$ cat src/rtl/nic_regs_pkg.sv
package nic_regs_pkg;

   localparam int BYTE_W    = 8;
   localparam int OFF_W     = 4;
   localparam int PAGE_W    = 2;
   localparam int STAT_W    = 8;
   localparam int EVT_W     = STAT_W - 1;
   localparam int STA_BYTES = 6;
   localparam int MC_BYTES  = 8;
   localparam int CNT_W     = 2 * BYTE_W;

   // command register bit positions (decoded by neighbours)
   localparam int CB_STOP   = 0;
   localparam int CB_START  = 1;
   localparam int CB_TX     = 2;
   localparam int CB_DMA_LO = 3;
   localparam int CB_DMA_HI = 5;
   localparam int CB_PG_LO  = 6;
   localparam int CB_PG_HI  = 7;

   // interrupt status positions used by this block
   localparam int SB_TX_OK  = 1;
   localparam int SB_RESET  = 7;

   // page 1 layout bases
   localparam logic [OFF_W-1:0] P1_STA_BASE = 4'd1;
   localparam logic [OFF_W-1:0] P1_CUR      = 4'd7;
   localparam logic [OFF_W-1:0] P1_MC_BASE  = 4'd8;

   typedef enum logic [2:0] {
      XFER_NONE  = 3'd0,
      XFER_READ  = 3'd1,
      XFER_WRITE = 3'd2,
      XFER_SEND  = 3'd3,
      XFER_ABORT = 3'd4
   } xfer_code_e;

   typedef enum logic [OFF_W-1:0] {
      P0_CMD    = 4'h0,
      P0_RSTART = 4'h1,
      P0_RSTOP  = 4'h2,
      P0_BOUND  = 4'h3,
      P0_TXPG   = 4'h4,
      P0_TCLO   = 4'h5,
      P0_TCHI   = 4'h6,
      P0_STAT   = 4'h7,
      P0_RALO   = 4'h8,
      P0_RAHI   = 4'h9,
      P0_RCLO   = 4'hA,
      P0_RCHI   = 4'hB,
      P0_RXC    = 4'hC,
      P0_TXC    = 4'hD,
      P0_DC     = 4'hE,
      P0_MASK   = 4'hF
   } p0_off_e;

   function automatic logic [2:0] fix_xfer(input logic [2:0] f);
      return (f == XFER_NONE) ? XFER_ABORT : f;
   endfunction

endpackage

$ cat src/rtl/nic_byte_bank.sv
module nic_byte_bank
   import nic_regs_pkg::*;
#(
   parameter int NBYTES = 6,
   parameter int BASE   = 1
) (
   input  logic                           clk,
   input  logic                           rst_n,
   input  logic                           we,
   input  logic [OFF_W-1:0]               off,
   input  logic [BYTE_W-1:0]              d,
   output logic [NBYTES-1:0][BYTE_W-1:0]  q
);

   localparam int LAST = BASE + NBYTES - 1;

   if (NBYTES < 1 || BASE < 1 || LAST > (1 << OFF_W) - 1) begin : g_bad_range
      $error("nic_byte_bank: bank does not fit in offsets 1..15");
   end

   for (genvar i = 0; i < NBYTES; i++) begin : g_byte
      logic [BYTE_W-1:0] r;
      always_ff @(posedge clk or negedge rst_n) begin
         if (!rst_n)                                 r <= '0;
         else if (we && off == OFF_W'(BASE + i))     r <= d;
      end
      assign q[i] = r;
   end

endmodule

$ cat src/rtl/nic_cmd_ctl.sv
module nic_cmd_ctl
   import nic_regs_pkg::*;
#(
   parameter logic [BYTE_W-1:0] CMD_RESET = 8'h21
) (
   input  logic              clk,
   input  logic              rst_n,
   input  logic              cmd_we,
   input  logic [BYTE_W-1:0] d,
   input  logic              tx_count_nz,
   output logic [BYTE_W-1:0] cmd_q,
   output logic              started_q,
   output logic              tx_accept,
   output logic              send_load,
   output logic              rflag_set,
   output logic              rflag_clr,
   output logic              tx_go_q,
   output logic              send_go_q
);

   if (CMD_RESET[CB_DMA_HI:CB_DMA_LO] == 3'b000) begin : g_bad_reset
      $error("nic_cmd_ctl: reset command must carry a nonzero transfer code");
   end

   logic [2:0] xfer_fix;

   always_comb begin
      xfer_fix  = fix_xfer(d[CB_DMA_HI:CB_DMA_LO]);
      tx_accept = cmd_we && d[CB_TX] && tx_count_nz;
      send_load = cmd_we && (xfer_fix == XFER_SEND);
      rflag_set = cmd_we && d[CB_STOP];
      rflag_clr = cmd_we && d[CB_START] && !cmd_q[CB_START];
   end

   always_ff @(posedge clk or negedge rst_n) begin
      if (!rst_n) begin
         cmd_q     <= CMD_RESET;
         started_q <= 1'b0;
         tx_go_q   <= 1'b0;
         send_go_q <= 1'b0;
      end else begin
         tx_go_q   <= tx_accept;
         send_go_q <= send_load;
         if (cmd_we) begin
            cmd_q <= {d[CB_PG_HI:CB_PG_LO], xfer_fix, tx_accept,
                      d[CB_START], d[CB_STOP]};
            if (d[CB_START]) started_q <= 1'b1;
         end
      end
   end

   assert_xfer_nonzero_R3 : assert property (@(posedge clk) disable iff (!rst_n)
      cmd_we |=> (cmd_q[CB_DMA_HI:CB_DMA_LO] != 3'b000));

   assert_started_sticky_R9 : assert property (@(posedge clk) disable iff (!rst_n)
      started_q |=> started_q);

   assert_tx_bit_follows_R7 : assert property (@(posedge clk) disable iff (!rst_n)
      cmd_we |=> (cmd_q[CB_TX] == tx_go_q));

endmodule

$ cat src/rtl/nic_int_ctl.sv
module nic_int_ctl
   import nic_regs_pkg::*;
#(
   parameter bit IRQ_REG = 1'b0
) (
   input  logic              clk,
   input  logic              rst_n,
   input  logic              clr_we,
   input  logic [EVT_W-1:0]  clr_d,
   input  logic              mask_we,
   input  logic [STAT_W-1:0] mask_d,
   input  logic [EVT_W-1:0]  evt,
   input  logic              tx_ok,
   input  logic              rflag_set,
   input  logic              rflag_clr,
   output logic [STAT_W-1:0] status_q,
   output logic [STAT_W-1:0] mask_q,
   output logic              irq_o
);

   localparam logic [STAT_W-1:0] STAT_RST = STAT_W'(1) << SB_RESET;

   logic [STAT_W-1:0] status_d;
   logic              pending;

   always_comb begin
      status_d = status_q;
      if (clr_we) status_d[EVT_W-1:0] = status_d[EVT_W-1:0] & ~clr_d;
      status_d[EVT_W-1:0] = status_d[EVT_W-1:0] | evt;
      if (tx_ok) status_d[SB_TX_OK] = 1'b1;
      if (rflag_clr)      status_d[SB_RESET] = 1'b0;
      else if (rflag_set) status_d[SB_RESET] = 1'b1;
   end

   always_ff @(posedge clk or negedge rst_n) begin
      if (!rst_n) begin
         status_q <= STAT_RST;
         mask_q   <= '0;
      end else begin
         status_q <= status_d;
         if (mask_we) mask_q <= mask_d;
      end
   end

   assign pending = |(status_q & mask_q);

   if (IRQ_REG) begin : g_irq_flop
      logic irq_q;
      always_ff @(posedge clk or negedge rst_n) begin
         if (!rst_n) irq_q <= 1'b0;
         else        irq_q <= pending;
      end
      assign irq_o = irq_q;
   end else begin : g_irq_comb
      assign irq_o = pending;
      assert_mask_zero_quiet_R6 : assert property (@(posedge clk) disable iff (!rst_n)
         (mask_we && mask_d == '0) |=> !irq_o);
   end

   assert_w1c_R5 : assert property (@(posedge clk) disable iff (!rst_n)
      (clr_we && ((evt & clr_d) == '0) && !tx_ok)
      |=> ((status_q[EVT_W-1:0] & $past(clr_d)) == '0));

   assert_evt_wins_R5 : assert property (@(posedge clk) disable iff (!rst_n)
      (evt != '0) |=> ((status_q[EVT_W-1:0] & $past(evt)) == $past(evt)));

   assert_reset_bit_held_R5 : assert property (@(posedge clk) disable iff (!rst_n)
      (clr_we && status_q[SB_RESET]) |=> status_q[SB_RESET]);

   assert_reset_bit_set_R4 : assert property (@(posedge clk) disable iff (!rst_n)
      (rflag_set && !rflag_clr) |=> status_q[SB_RESET]);

   assert_reset_bit_clr_R4 : assert property (@(posedge clk) disable iff (!rst_n)
      rflag_clr |=> !status_q[SB_RESET]);

endmodule

$ cat src/rtl/nic_regbank.sv
module nic_regbank
   import nic_regs_pkg::*;
#(
   parameter logic [7:0] ID_HI     = 8'h50,
   parameter logic [7:0] ID_LO     = 8'h43,
   parameter logic [7:0] CMD_RESET = 8'h21,
   parameter bit         IRQ_REG   = 1'b0
) (
   input  logic         clk,
   input  logic         rst_n,
   input  logic         wr_en,
   input  logic [3:0]   addr,
   input  logic [7:0]   wdata,
   output logic [7:0]   rdata,
   input  logic [6:0]   evt_set,
   output logic         irq,
   output logic         tx_go,
   output logic         sendpkt_go,
   output logic [7:0]   ring_start,
   output logic [7:0]   ring_stop,
   output logic [7:0]   boundary,
   output logic [7:0]   tx_page,
   output logic [15:0]  tx_count,
   output logic [15:0]  rdma_start,
   output logic [15:0]  rdma_count,
   output logic [7:0]   rx_cfg,
   output logic [7:0]   tx_cfg,
   output logic [7:0]   data_cfg,
   output logic [7:0]   cur_page,
   output logic [47:0]  station_addr,
   output logic [63:0]  mcast_mask
);

   localparam logic [BYTE_W-1:0] ID_BLANK = '1;
   localparam logic [BYTE_W-1:0] TX_DONE  = 8'h01;
   localparam logic [CNT_W-1:0]  SEND_CNT = CNT_W'(2);

   if (BYTE_W != 8 || OFF_W != 4) begin : g_bad_geometry
      $error("nic_regbank: register window must be 16 x 8 bits");
   end

   // ---------------- decode ----------------
   logic [BYTE_W-1:0] cmd_q;
   logic [PAGE_W-1:0] page;
   logic              cmd_we, pg0_we, pg1_we;

   assign page   = cmd_q[CB_PG_HI:CB_PG_LO];
   assign cmd_we = wr_en && (addr == P0_CMD);
   assign pg0_we = wr_en && (addr != P0_CMD) && (page == 2'd0);
   assign pg1_we = wr_en && (addr != P0_CMD) && (page == 2'd1);

   // ---------------- command ----------------
   logic started_q, tx_accept, send_load, rflag_set, rflag_clr;
   logic [CNT_W-1:0] tcnt_q;

   nic_cmd_ctl #(.CMD_RESET(CMD_RESET)) u_cmd (
      .clk         (clk),
      .rst_n       (rst_n),
      .cmd_we      (cmd_we),
      .d           (wdata),
      .tx_count_nz (|tcnt_q),
      .cmd_q       (cmd_q),
      .started_q   (started_q),
      .tx_accept   (tx_accept),
      .send_load   (send_load),
      .rflag_set   (rflag_set),
      .rflag_clr   (rflag_clr),
      .tx_go_q     (tx_go),
      .send_go_q   (sendpkt_go)
   );

   // ---------------- interrupt ----------------
   logic [STAT_W-1:0] status_q, mask_q;

   nic_int_ctl #(.IRQ_REG(IRQ_REG)) u_int (
      .clk       (clk),
      .rst_n     (rst_n),
      .clr_we    (pg0_we && addr == P0_STAT),
      .clr_d     (wdata[EVT_W-1:0]),
      .mask_we   (pg0_we && addr == P0_MASK),
      .mask_d    (wdata),
      .evt       (evt_set),
      .tx_ok     (tx_accept),
      .rflag_set (rflag_set),
      .rflag_clr (rflag_clr),
      .status_q  (status_q),
      .mask_q    (mask_q),
      .irq_o     (irq)
   );

   // ---------------- page 0 storage ----------------
   logic [BYTE_W-1:0] rstart_q, rstop_q, bnd_q, txpg_q, rxc_q, txc_q, dc_q, tsr_q;
   logic [CNT_W-1:0]  ra_q, rc_q;

   always_ff @(posedge clk or negedge rst_n) begin
      if (!rst_n) begin
         rstart_q <= '0; rstop_q <= '0; bnd_q <= '0; txpg_q <= '0;
         tcnt_q   <= '0; ra_q    <= '0; rc_q  <= '0;
         rxc_q    <= '0; txc_q   <= '0; dc_q  <= '0; tsr_q <= '0;
      end else begin
         if (tx_accept) tsr_q <= TX_DONE;
         if (send_load) begin
            ra_q <= {bnd_q, {BYTE_W{1'b0}}};
            rc_q <= SEND_CNT;
         end
         if (pg0_we) begin
            unique case (p0_off_e'(addr))
               P0_RSTART: rstart_q <= wdata;
               P0_RSTOP:  rstop_q  <= wdata;
               P0_BOUND:  bnd_q    <= wdata;
               P0_TXPG:   txpg_q   <= wdata;
               P0_TCLO:   tcnt_q[BYTE_W-1:0]       <= wdata;
               P0_TCHI:   tcnt_q[CNT_W-1:BYTE_W]   <= wdata;
               P0_RALO:   ra_q[BYTE_W-1:0]         <= wdata;
               P0_RAHI:   ra_q[CNT_W-1:BYTE_W]     <= wdata;
               P0_RCLO:   rc_q[BYTE_W-1:0]         <= wdata;
               P0_RCHI:   rc_q[CNT_W-1:BYTE_W]     <= wdata;
               P0_RXC:    rxc_q    <= wdata;
               P0_TXC:    txc_q    <= wdata;
               P0_DC:     dc_q     <= wdata;
               default:   ;
            endcase
         end
      end
   end

   // ---------------- page 1 storage ----------------
   logic [STA_BYTES-1:0][BYTE_W-1:0] sta_q;
   logic [MC_BYTES-1:0][BYTE_W-1:0]  mc_q;
   logic [BYTE_W-1:0]                cur_q;

   nic_byte_bank #(.NBYTES(STA_BYTES), .BASE(int'(P1_STA_BASE))) u_sta (
      .clk (clk), .rst_n (rst_n), .we (pg1_we), .off (addr), .d (wdata), .q (sta_q)
   );

   nic_byte_bank #(.NBYTES(MC_BYTES), .BASE(int'(P1_MC_BASE))) u_mc (
      .clk (clk), .rst_n (rst_n), .we (pg1_we), .off (addr), .d (wdata), .q (mc_q)
   );

   always_ff @(posedge clk or negedge rst_n) begin
      if (!rst_n)                         cur_q <= '0;
      else if (pg1_we && addr == P1_CUR)  cur_q <= wdata;
   end

   // ---------------- read mux ----------------
   always_comb begin
      rdata = '0;
      if (addr == P0_CMD) begin
         rdata = cmd_q;
      end else if (page == 2'd0) begin
         unique case (p0_off_e'(addr))
            P0_BOUND: rdata = bnd_q;
            P0_TXPG:  rdata = tsr_q;
            P0_STAT:  rdata = status_q;
            P0_RALO:  rdata = ra_q[BYTE_W-1:0];
            P0_RAHI:  rdata = ra_q[CNT_W-1:BYTE_W];
            P0_RCLO:  rdata = started_q ? ID_HI : ID_BLANK;
            P0_RCHI:  rdata = started_q ? ID_LO : ID_BLANK;
            default:  rdata = '0;
         endcase
      end else if (page == 2'd1) begin
         if (addr == P1_CUR) rdata = cur_q;
         for (int i = 0; i < STA_BYTES; i++)
            if (addr == OFF_W'(int'(P1_STA_BASE) + i)) rdata = sta_q[i];
         for (int i = 0; i < MC_BYTES; i++)
            if (addr == OFF_W'(int'(P1_MC_BASE) + i)) rdata = mc_q[i];
      end
   end

   // ---------------- outputs ----------------
   assign ring_start   = rstart_q;
   assign ring_stop    = rstop_q;
   assign boundary     = bnd_q;
   assign tx_page      = txpg_q;
   assign tx_count     = tcnt_q;
   assign rdma_start   = ra_q;
   assign rdma_count   = rc_q;
   assign rx_cfg       = rxc_q;
   assign tx_cfg       = txc_q;
   assign data_cfg     = dc_q;
   assign cur_page     = cur_q;
   assign station_addr = sta_q;
   assign mcast_mask   = mc_q;

   // ---------------- assertions ----------------
   assert_tx_needs_count_R7 : assert property (@(posedge clk) disable iff (!rst_n)
      tx_go |-> (tcnt_q != '0));

   assert_tx_sets_status_R7 : assert property (@(posedge clk) disable iff (!rst_n)
      tx_go |-> (status_q[SB_TX_OK] && tsr_q == TX_DONE));

   assert_send_preload_R8 : assert property (@(posedge clk) disable iff (!rst_n)
      sendpkt_go |-> (rc_q == SEND_CNT && ra_q == {bnd_q, {BYTE_W{1'b0}}}));

   assert_high_page_inert_R2 : assert property (@(posedge clk) disable iff (!rst_n)
      (wr_en && addr != P0_CMD && page[1]) |=> ($stable(sta_q) && $stable(mc_q) && $stable(cur_q)));

endmodule

$ cat config.mk
export PLATFORM = sky130hd
export DESIGN_NAME = nic_regbank
export DESIGN_NICKNAME = d
export VERILOG_FILES = /design/src/rtl/nic_regs_pkg.sv /design/src/rtl/nic_byte_bank.sv /design/src/rtl/nic_cmd_ctl.sv /design/src/rtl/nic_int_ctl.sv /design/src/rtl/nic_regbank.sv
export SDC_FILE = /design/constraint.sdc
export NUM_CORES = 1
export LEC_CHECK = 0
export BUFFER_PORTS_ARGS = -buffer_cell sky130_fd_sc_hd__buf_2
export CORE_MARGIN = 8
export CORE_UTILIZATION = 40
export CTS_CLUSTER_DIAMETER = 120
export DETAILED_ROUTE_END_ITERATION = 8
export GPL_ROUTABILITY_DRIVEN = 0
export PLACE_DENSITY = 0.62
export SYNTH_ARGS = -nofsm -noshare
export SYNTH_HDL_FRONTEND = slang
export SYNTH_SLANG_ARGS = --single-unit
$ cat constraint.sdc
create_clock -name clk -period 1.6 [get_ports clk]
set_input_delay 0.16 -clock clk [delete_from_list [all_inputs] [get_ports clk]]
set_output_delay 0.16 -clock clk [all_outputs]
set_load 0.005 [all_outputs]
==> impl_metrics.toml, run 1 <==
[routing]
remaining_drc_errors = 0
vias = 10200
post_drt_via_cell_ratio = 5.50
initialDrtViolationCount = 804
average_wire_length_per_cell_after_detail_routing_um = 23.3
drt_pass1_iterations = 5
finalWirelength_mm = 43.2
ant_nets = 0

[finish]
area_delta_synth_final_pct = 49.3
final-instance-count-excl-fill = 1857
layout.nets = 1477
diodes = 0
multiInputGateArea_um2 = 5650
share_of_cells_above_drive_strength_1 = 0.594
num-fill-cells = 2356
sequential_cell_area_um2 = 6310

[clock_network]
worstSkewPairLatency_ps = 570
cts.clk_slew.worst_paths_ps = 60
clkSinkCount = 252
cts.htree.levels = 1
cts_inserted_buffers = 28
cts_tree = "yes"
cts_root_buffer = "sky130_fd_sc_hd__clkbuf_16"
maximum_clock_insertion_buffer_count = 3

[synthesis]
leading_cell_type_by_number_of_instances_after_synthesis = "sky130_fd_sc_hd__dfrtp_1"
synthCells = 950
syn-num-nets = 972
synth-seq-cells = 252
post_synth_instance_area_um2 = 11600
synthTopCellsByArea = "sky130_fd_sc_hd__dfrtp_1, sky130_fd_sc_hd__mux2_2, sky130_fd_sc_hd__nand2_1, sky130_fd_sc_hd__a22o_1, sky130_fd_sc_hd__a21oi_1"
yosys.area.top_type_share = 0.538
synthArstFlopShare = 1.00
yosysSeqAreaShare = 0.545
syn_area_per_cell_um2 = 12.2
post_synth_edffs = 0
cell_variety_after_synth = 70
synth-warning-count = 0
synth-main-ff-cell = "sky130_fd_sc_hd__dfrtp_1"
synth_top_area_cell = "sky130_fd_sc_hd__dfrtp_1"
post_synth_most_frequent_cells = "sky130_fd_sc_hd__dfrtp_1, sky130_fd_sc_hd__mux2_2, sky130_fd_sc_hd__nand2_1"

[placed_design]
portBuffers = 256
place.detailed.instances = 1786
place.detailed.hpwl_mm = 30.6

[timing]
grt_setup_unrepaired = "yes"
max_freq_mhz = 397
timing.final.ws_setup_ps = -921
finalMaxSlewViolations = 0
finalSetupViolations = 161
max_slew.worst_pin.slew_ps = 560
finalHoldViolations = 0
timing.max_slew.rel_slack = 0.627
whs_ps = 48.6
period_needed_ps = 2520
final.period_utilization = 1.58
timing.clock.skew_ps = 26.5

[setup_path]
crit_path_start_kind = "register"
worst-r2r-cell-count = 7
worstPathMaxFanout = 2
crit-reg2reg-launch = "u_cmd.cmd_q[7]"
setup.worst_path.start = "cur_page[0]"
r2r_setup_slack_ps = -210
end_of_the_worst_register_to_register_path = "u_sta.g_byte[2].r[7]"
setup.worst_path.end_class = "primary output"
cp_data_arrival_time_ps = 2360
cp_data_required_time_ps = 1440
timing_worst_setup_path_type = "reg2out"

[floorplan]
die-height_um = 186
x_dimension_of_the_die_um = 186
initial_core_util = 0.405
floorplan.rows = 62
die_area_um2 = 34700
design.portCount = 257
placeableCoreArea_um2 = 28600

[min_path]
min-delay-path-class = "in2reg"
worstHoldStart = "wdata[2]"
hold_end = "u_cmd.cmd_q[2]"
hold-path-cell-count = 3

[run_status]
failed_checks = "negative setup slack"
outcome = "complete, but fails checks"

[global_routing]
grt_start_max_net_pins = 51
initial_antenna_violation_count = 0
grt_pass1_wl_mm = 65.4
grt-ovfl-total = 0
first_global_vias = 10900
groute.usage.overall = 0.246

[job]
max_cap_viols = 0

[pwr]
power_density_nw_per_um2 = 1200
ir_worst_vdd_v = 0.00101
p_leak_nw = 8.65
kinds of logic (layout without fill, tap and decap cells):
logic type | count (synthesis) | count (layout) | synth area share
buffers and inverters | 74 | 597 | 0.0309
and+or+nand+nor | 199 | 199 | 0.0875
muxes | 225 | 225 | 0.218
AOI/OAI and AO/OA | 200 | 200 | 0.119
DFF | 252 | 252 | 0.545
per-layer routing:
| layer | vias to the layer above | global-route usage | routed length [um] | part of all wire |
|---|---|---|---|---|
| met5 | - | 0 | 0 | 0 |
| met4 | 0 | 0.0876 | 1510 | 0.035 |
| met3 | 97 | 0.0645 | 3850 | 0.089 |
| met2 | 460 | 0.391 | 20000 | 0.46 |
| met1 | 5149 | 0.322 | 17900 | 0.41 |
| li1 | 4504 | - | - | - |
worst max-delay path by stage:
| stage | slack (ps) | depth (start not counted) | end |
|---|---|---|---|
| 2_1_floorplan | -70 | 6 | u_sta.g_byte[0].r[0] |
| 3_3_place_gp | -660 | 9 | rdata[7] |
| 3_5_place_dp | -680 | 9 | rdata[3] |
| 4_1_cts | -910 | 6 | rdata[0] |
| 5_1_grt | -1010 | 6 | rdata[0] |
| 6_report | -920 | 6 | rdata[0] |
area by class of cell:
class,instances,share of cell area
sequential,252,0.365
multi-input combinational,624,0.327
timing repair buffer,540,0.225
clock buffer,43,0.0484
tap,384,0.0278
clock inverter,5,0.00499
inverter,9,0.00195
worst max-delay path, cell delays in order (launching register included):
cell and delay, ps:
sky130_fd_sc_hd__dfrtp_1 380, sky130_fd_sc_hd__a22o_1 250, sky130_fd_sc_hd__a221oi_2 300, sky130_fd_sc_hd__a21oi_2 80, sky130_fd_sc_hd__a311o_1 270, sky130_fd_sc_hd__a221o_1 360
sky130_fd_sc_hd__buf_2 160
power by group:
| part | leakage [nW] | total, W | switching, W | internal [W] |
|---|---|---|---|---|
| registers | 3.23 | 0.00859 | 0.000935 | 0.00765 |
| logic | 4.97 | 0.00571 | 0.00249 | 0.00322 |
| clock network | 0.454 | 0.00649 | 0.00260 | 0.00389 |
| total | 8.65 | 0.0208 | 0.00603 | 0.0148 |
what timing repair did:
action | 4_1_cts | 5_1_grt
setup buffers | 9 | 12
gates resized for setup | 148 | 52
endpoints found under the setup margin | 216 | 237
hold buffers | 9 | 0
pin swaps | 48 | 43
endpoints found under the hold margin | 257 | 0
sequential cells by signal (all words and copies together), names as in the netlist, 16 cells and up:
| name | count |
|---|---|
| rdma_count | 16 |
| rdma_start | 16 |
| tx_count | 16 |
| u_mc.g_byte.r | 64 |
| u_sta.g_byte.r | 48 |
layout by cell type, fill, tap and decap left out, types with 8 or more instances in the layout:
cell	instances
sky130_fd_sc_hd__mux2_4	81
sky130_fd_sc_hd__nand2_1	53
sky130_fd_sc_hd__a22o_1	26
sky130_fd_sc_hd__nor2_1	31
sky130_fd_sc_hd__nor3_1	8
sky130_fd_sc_hd__o21ai_0	24
sky130_fd_sc_hd__nor2_4	11
sky130_fd_sc_hd__mux2_2	124
sky130_fd_sc_hd__dfrtp_1	249
sky130_fd_sc_hd__mux2i_1	18
sky130_fd_sc_hd__a21oi_1	39
sky130_fd_sc_hd__buf_2	252
sky130_fd_sc_hd__a21o_1	14
sky130_fd_sc_hd__clkbuf_16	28
sky130_fd_sc_hd__dlygate4sd3_1	9
sky130_fd_sc_hd__buf_6	19
sky130_fd_sc_hd__nor3_4	8
sky130_fd_sc_hd__buf_12	28
sky130_fd_sc_hd__nand2_2	17
sky130_fd_sc_hd__buf_4	228
sky130_fd_sc_hd__clkbuf_8	8
sky130_fd_sc_hd__o21ai_1	18
sky130_fd_sc_hd__nand3_1	18
through the flow:
step | area (um^2) | utilization | setup TNS (ps) | total power [W] | setup slack [ps]
2_1_floorplan | 11600 | - | -2230 | 0.0105 | -66.5
3_3_place_gp | 15400 | 0.537 | -80080 | 0.0137 | -660
3_5_place_dp | 15400 | 0.537 | -81760 | 0.0138 | -682
4_1_cts | 17000 | 0.595 | -20400 | 0.0208 | -911
5_1_grt | 17300 | 0.604 | -35590 | 0.0217 | -1010
6_report | 17300 | 0.604 | -19050 | 0.0208 | -921
Note: power is estimated with default switching activity, not from simulation.
==> inputs of run 2 (changes only) <==
- CAP_MARGIN: not set -> 0
- PLACE_DENSITY: 0.62 -> not set
- PLACE_DENSITY_LB_ADDON: not set -> 0.2
- SYNTH_HIERARCHICAL: not set -> 1
==> run 2 against run 1 <==
Against the previous run:
- clock power grew 5.1%
- critical path depth is the same
- the run still ends with negative setup slack left
- combinational power grew 8.1%
- non-clock buffer count shrank 9
- first-iteration DRC count grew 27%
- sequential share of layout area shrank 1.2 points
- setup slack gained 4.9 ps
- synthesized area grew 3.2%
- routed wire length grew 5.4%
- largest power group unchanged
- highest routed layer is now met5
- cell count grew 2.2%
- global-route usage is essentially flat
- register-to-register slack lost 470 ps
==> impl_metrics.toml, run 2 <==
[clock_network]
cts_root_buffer = "sky130_fd_sc_hd__clkbuf_16"
clkSinkCount = 252
maximum_clock_insertion_buffer_count = 3
worstSkewPairLatency_ps = 570
cts_inserted_buffers = 30
cts.htree.levels = 1
cts_tree = "yes"
cts.clk_slew.worst_paths_ps = 60

[finish]
top_register = "u_mc/g_byte.r"
post-route-util = 0.605
share_of_cells_above_drive_strength_1 = 0.587
layout.nets = 1509
largest_register_ffs = 64
area_delta_synth_final_pct = 49.6
mostFrequentLayoutCells = "sky130_fd_sc_hd__buf_2, sky130_fd_sc_hd__dfrtp_1, sky130_fd_sc_hd__buf_4"
num-fill-cells = 2493
postLayoutCellArea_um2 = 17900
layout_top_registers = "u_mc/g_byte.r (64), u_sta/g_byte.r (48)"
layout.cells.most_common = "sky130_fd_sc_hd__buf_2"
diodes = 0

[synthesis]
cell_variety_after_synth = 70
syn-num-nets = 1002
yosys.area.top_type_share = 0.521
syn_area_per_cell_um2 = 12.2
post_synth_instance_area_um2 = 12000
synthTopCellsByArea = "sky130_fd_sc_hd__dfrtp_1, sky130_fd_sc_hd__mux2_2, sky130_fd_sc_hd__mux2_4, sky130_fd_sc_hd__nand2_1, sky130_fd_sc_hd__o21ai_0"
leading_cell_type_by_number_of_instances_after_synthesis = "sky130_fd_sc_hd__dfrtp_1"
post_synth_edffs = 0
synthCells = 980
synthArstFlopShare = 1.00
synth_top_area_cell = "sky130_fd_sc_hd__dfrtp_1"
synth-main-ff-cell = "sky130_fd_sc_hd__dfrtp_1"
synth-warning-count = 6
synth-seq-cells = 252
post_synth_most_frequent_cells = "sky130_fd_sc_hd__dfrtp_1, sky130_fd_sc_hd__mux2_2, sky130_fd_sc_hd__nand2_1"
yosysSeqAreaShare = 0.528

[timing]
max_slew.worst_pin.slew_ps = 536
finalHoldViolations = 0
period_needed_ps = 2520
whs_ps = 24.2
timing.clock.skew_ps = 24.3
final.period_utilization = 1.57
setup-tns-final_ps = -113530
timing.final.ws_setup_ps = -917
timing.max_slew.rel_slack = 0.642
finalMaxSlewViolations = 0
grt_setup_unrepaired = "yes"
max_freq_mhz = 397
finalSetupViolations = 247

[global_routing]
grt_pass1_wl_mm = 67.9
groute.usage.overall = 0.246
first_global_vias = 11000
grt_start_max_net_pins = 52
initial_antenna_violation_count = 1
grt-ovfl-total = 0

[pwr]
clockPowerShare = 0.313
power_report.internal_total_w = 0.0153
total_power_w = 0.0218
ir_worst_vdd_v = 0.00117
p_leak_nw = 8.82
netSwitchingFraction = 0.296
power_density_nw_per_um2 = 1220
pwr-share-seq = 0.403
combPwrFrac = 0.283
p_sw_w = 0.00644

[run_status]
failed_checks = "negative setup slack"
outcome = "complete, but fails checks"

[min_path]
hold-path-cell-count = 3
hold_end = "rdma_start[1]"
worstHoldStart = "wdata[1]"
min-delay-path-class = "in2reg"

[setup_path]
r2r_setup_slack_ps = -680
worst-r2r-cell-count = 13
timing_worst_setup_path_type = "reg2out"
cp_data_arrival_time_ps = 2360
setup.worst_path.end_class = "primary output"
worstPathMaxFanout = 2
cp_data_required_time_ps = 1440
crit_path_start_kind = "register"
end_of_the_worst_register_to_register_path = "rx_cfg[3]"
crit-reg2reg-launch = "u_cmd/cmd_q[7]"

[routing]
finalWirelength_mm = 45.5
average_wire_length_per_cell_after_detail_routing_um = 24.0
initialDrtViolationCount = 1022
remaining_drc_errors = 0
post_drt_via_cell_ratio = 5.52
drt_pass1_iterations = 6
ant_nets = 0
vias = 10500

[floorplan]
floorplan.rows = 63
x_dimension_of_the_die_um = 189
die-height_um = 189
placeableCoreArea_um2 = 29600
design.portCount = 257
die_area_um2 = 35700
initial_core_util = 0.404

[placed_design]
place.detailed.hpwl_mm = 32.5
post_dp_cell_area_um2 = 15900
portBuffers = 256

[job]
max_cap_viols = 0
## run 2: worst max-delay path: stages (launching register included)
cell,delay (ps)
sky130_fd_sc_hd__dfrtp_1,360
sky130_fd_sc_hd__a21oi_1,70
sky130_fd_sc_hd__nor3_1,360
sky130_fd_sc_hd__a31oi_1,80
sky130_fd_sc_hd__o211ai_1,430
sky130_fd_sc_hd__a221o_1,330
sky130_fd_sc_hd__buf_2,160
## run 2: per-stage QoR
stage,cells,worst slack [ps]
2_1_floorplan,980,-404
4_1_cts,1889,-807
3_5_place_dp,1818,-501
5_1_grt,1897,-949
3_3_place_gp,1818,-486
6_report,1897,-917
## run 2: cell type report
class | count | area, um^2 | area share
well taps | 390 | 488 | 0.0273
clock inverters | 10 | 139 | 0.00776
clock buffers | 42 | 846 | 0.0473
repair buffers | 531 | 3870 | 0.216
multi-input cells | 666 | 6200 | 0.347
flip-flops and latches | 252 | 6310 | 0.353
inverters | 6 | 25.0 | 0.00140
## run 2: logic make-up after synthesis
| logic type | count (synthesis) | synth area share |
|---|---|---|
| simple gates | 244 | 0.114 |
| buf+inv | 62 | 0.0270 |
| flops | 252 | 0.528 |
| compound gates | 194 | 0.110 |
| mux | 228 | 0.221 |
## run 2: worst max path at each step
stage / start / end / slack, ps / cells after the start
floorplan: addr[0] / rdma_start[10] / -400 / 10
global placement: addr[3] / rdma_start[13] / -490 / 10
detailed placement: addr[0] / data_cfg[0] / -500 / 8
CTS: u_sta/g_byte[4].r[3] / rdata[3] / -810 / 5
global route: u_mc/g_byte[3].r[1] / rdata[1] / -950 / 6
finish: u_sta/g_byte[1].r[1] / rdata[1] / -920 / 6
## run 2: power groups by stage
stage                     Combinational, W  Sequential (W)  Clock (W)
after global routing               0.00663         0.00891    0.00719
after floorplan                    0.00211         0.00874          0
after global placement             0.00553         0.00876          0
after detailed placement           0.00560         0.00880          0
final                              0.00617         0.00878    0.00682
after CTS                          0.00604         0.00875    0.00694
## run 2: layer usage
layer | vias up | part of all wire | track usage
li1 | 4608 | - | -
met1 | 5242 | 0.41 | 0.314
met2 | 495 | 0.47 | 0.397
met3 | 117 | 0.082 | 0.0616
met4 | 2 | 0.040 | 0.0941
met5 | - | 0.00029 | 0
## run 2: what timing repair did
action,4_1_cts,5_1_grt
gates cloned,4,0
hold buffers,9,0
gates resized for setup,162,45
endpoints found under the hold margin,259,0
pin swaps,48,24
endpoints found under the setup margin,241,243
buffers inserted,8,12
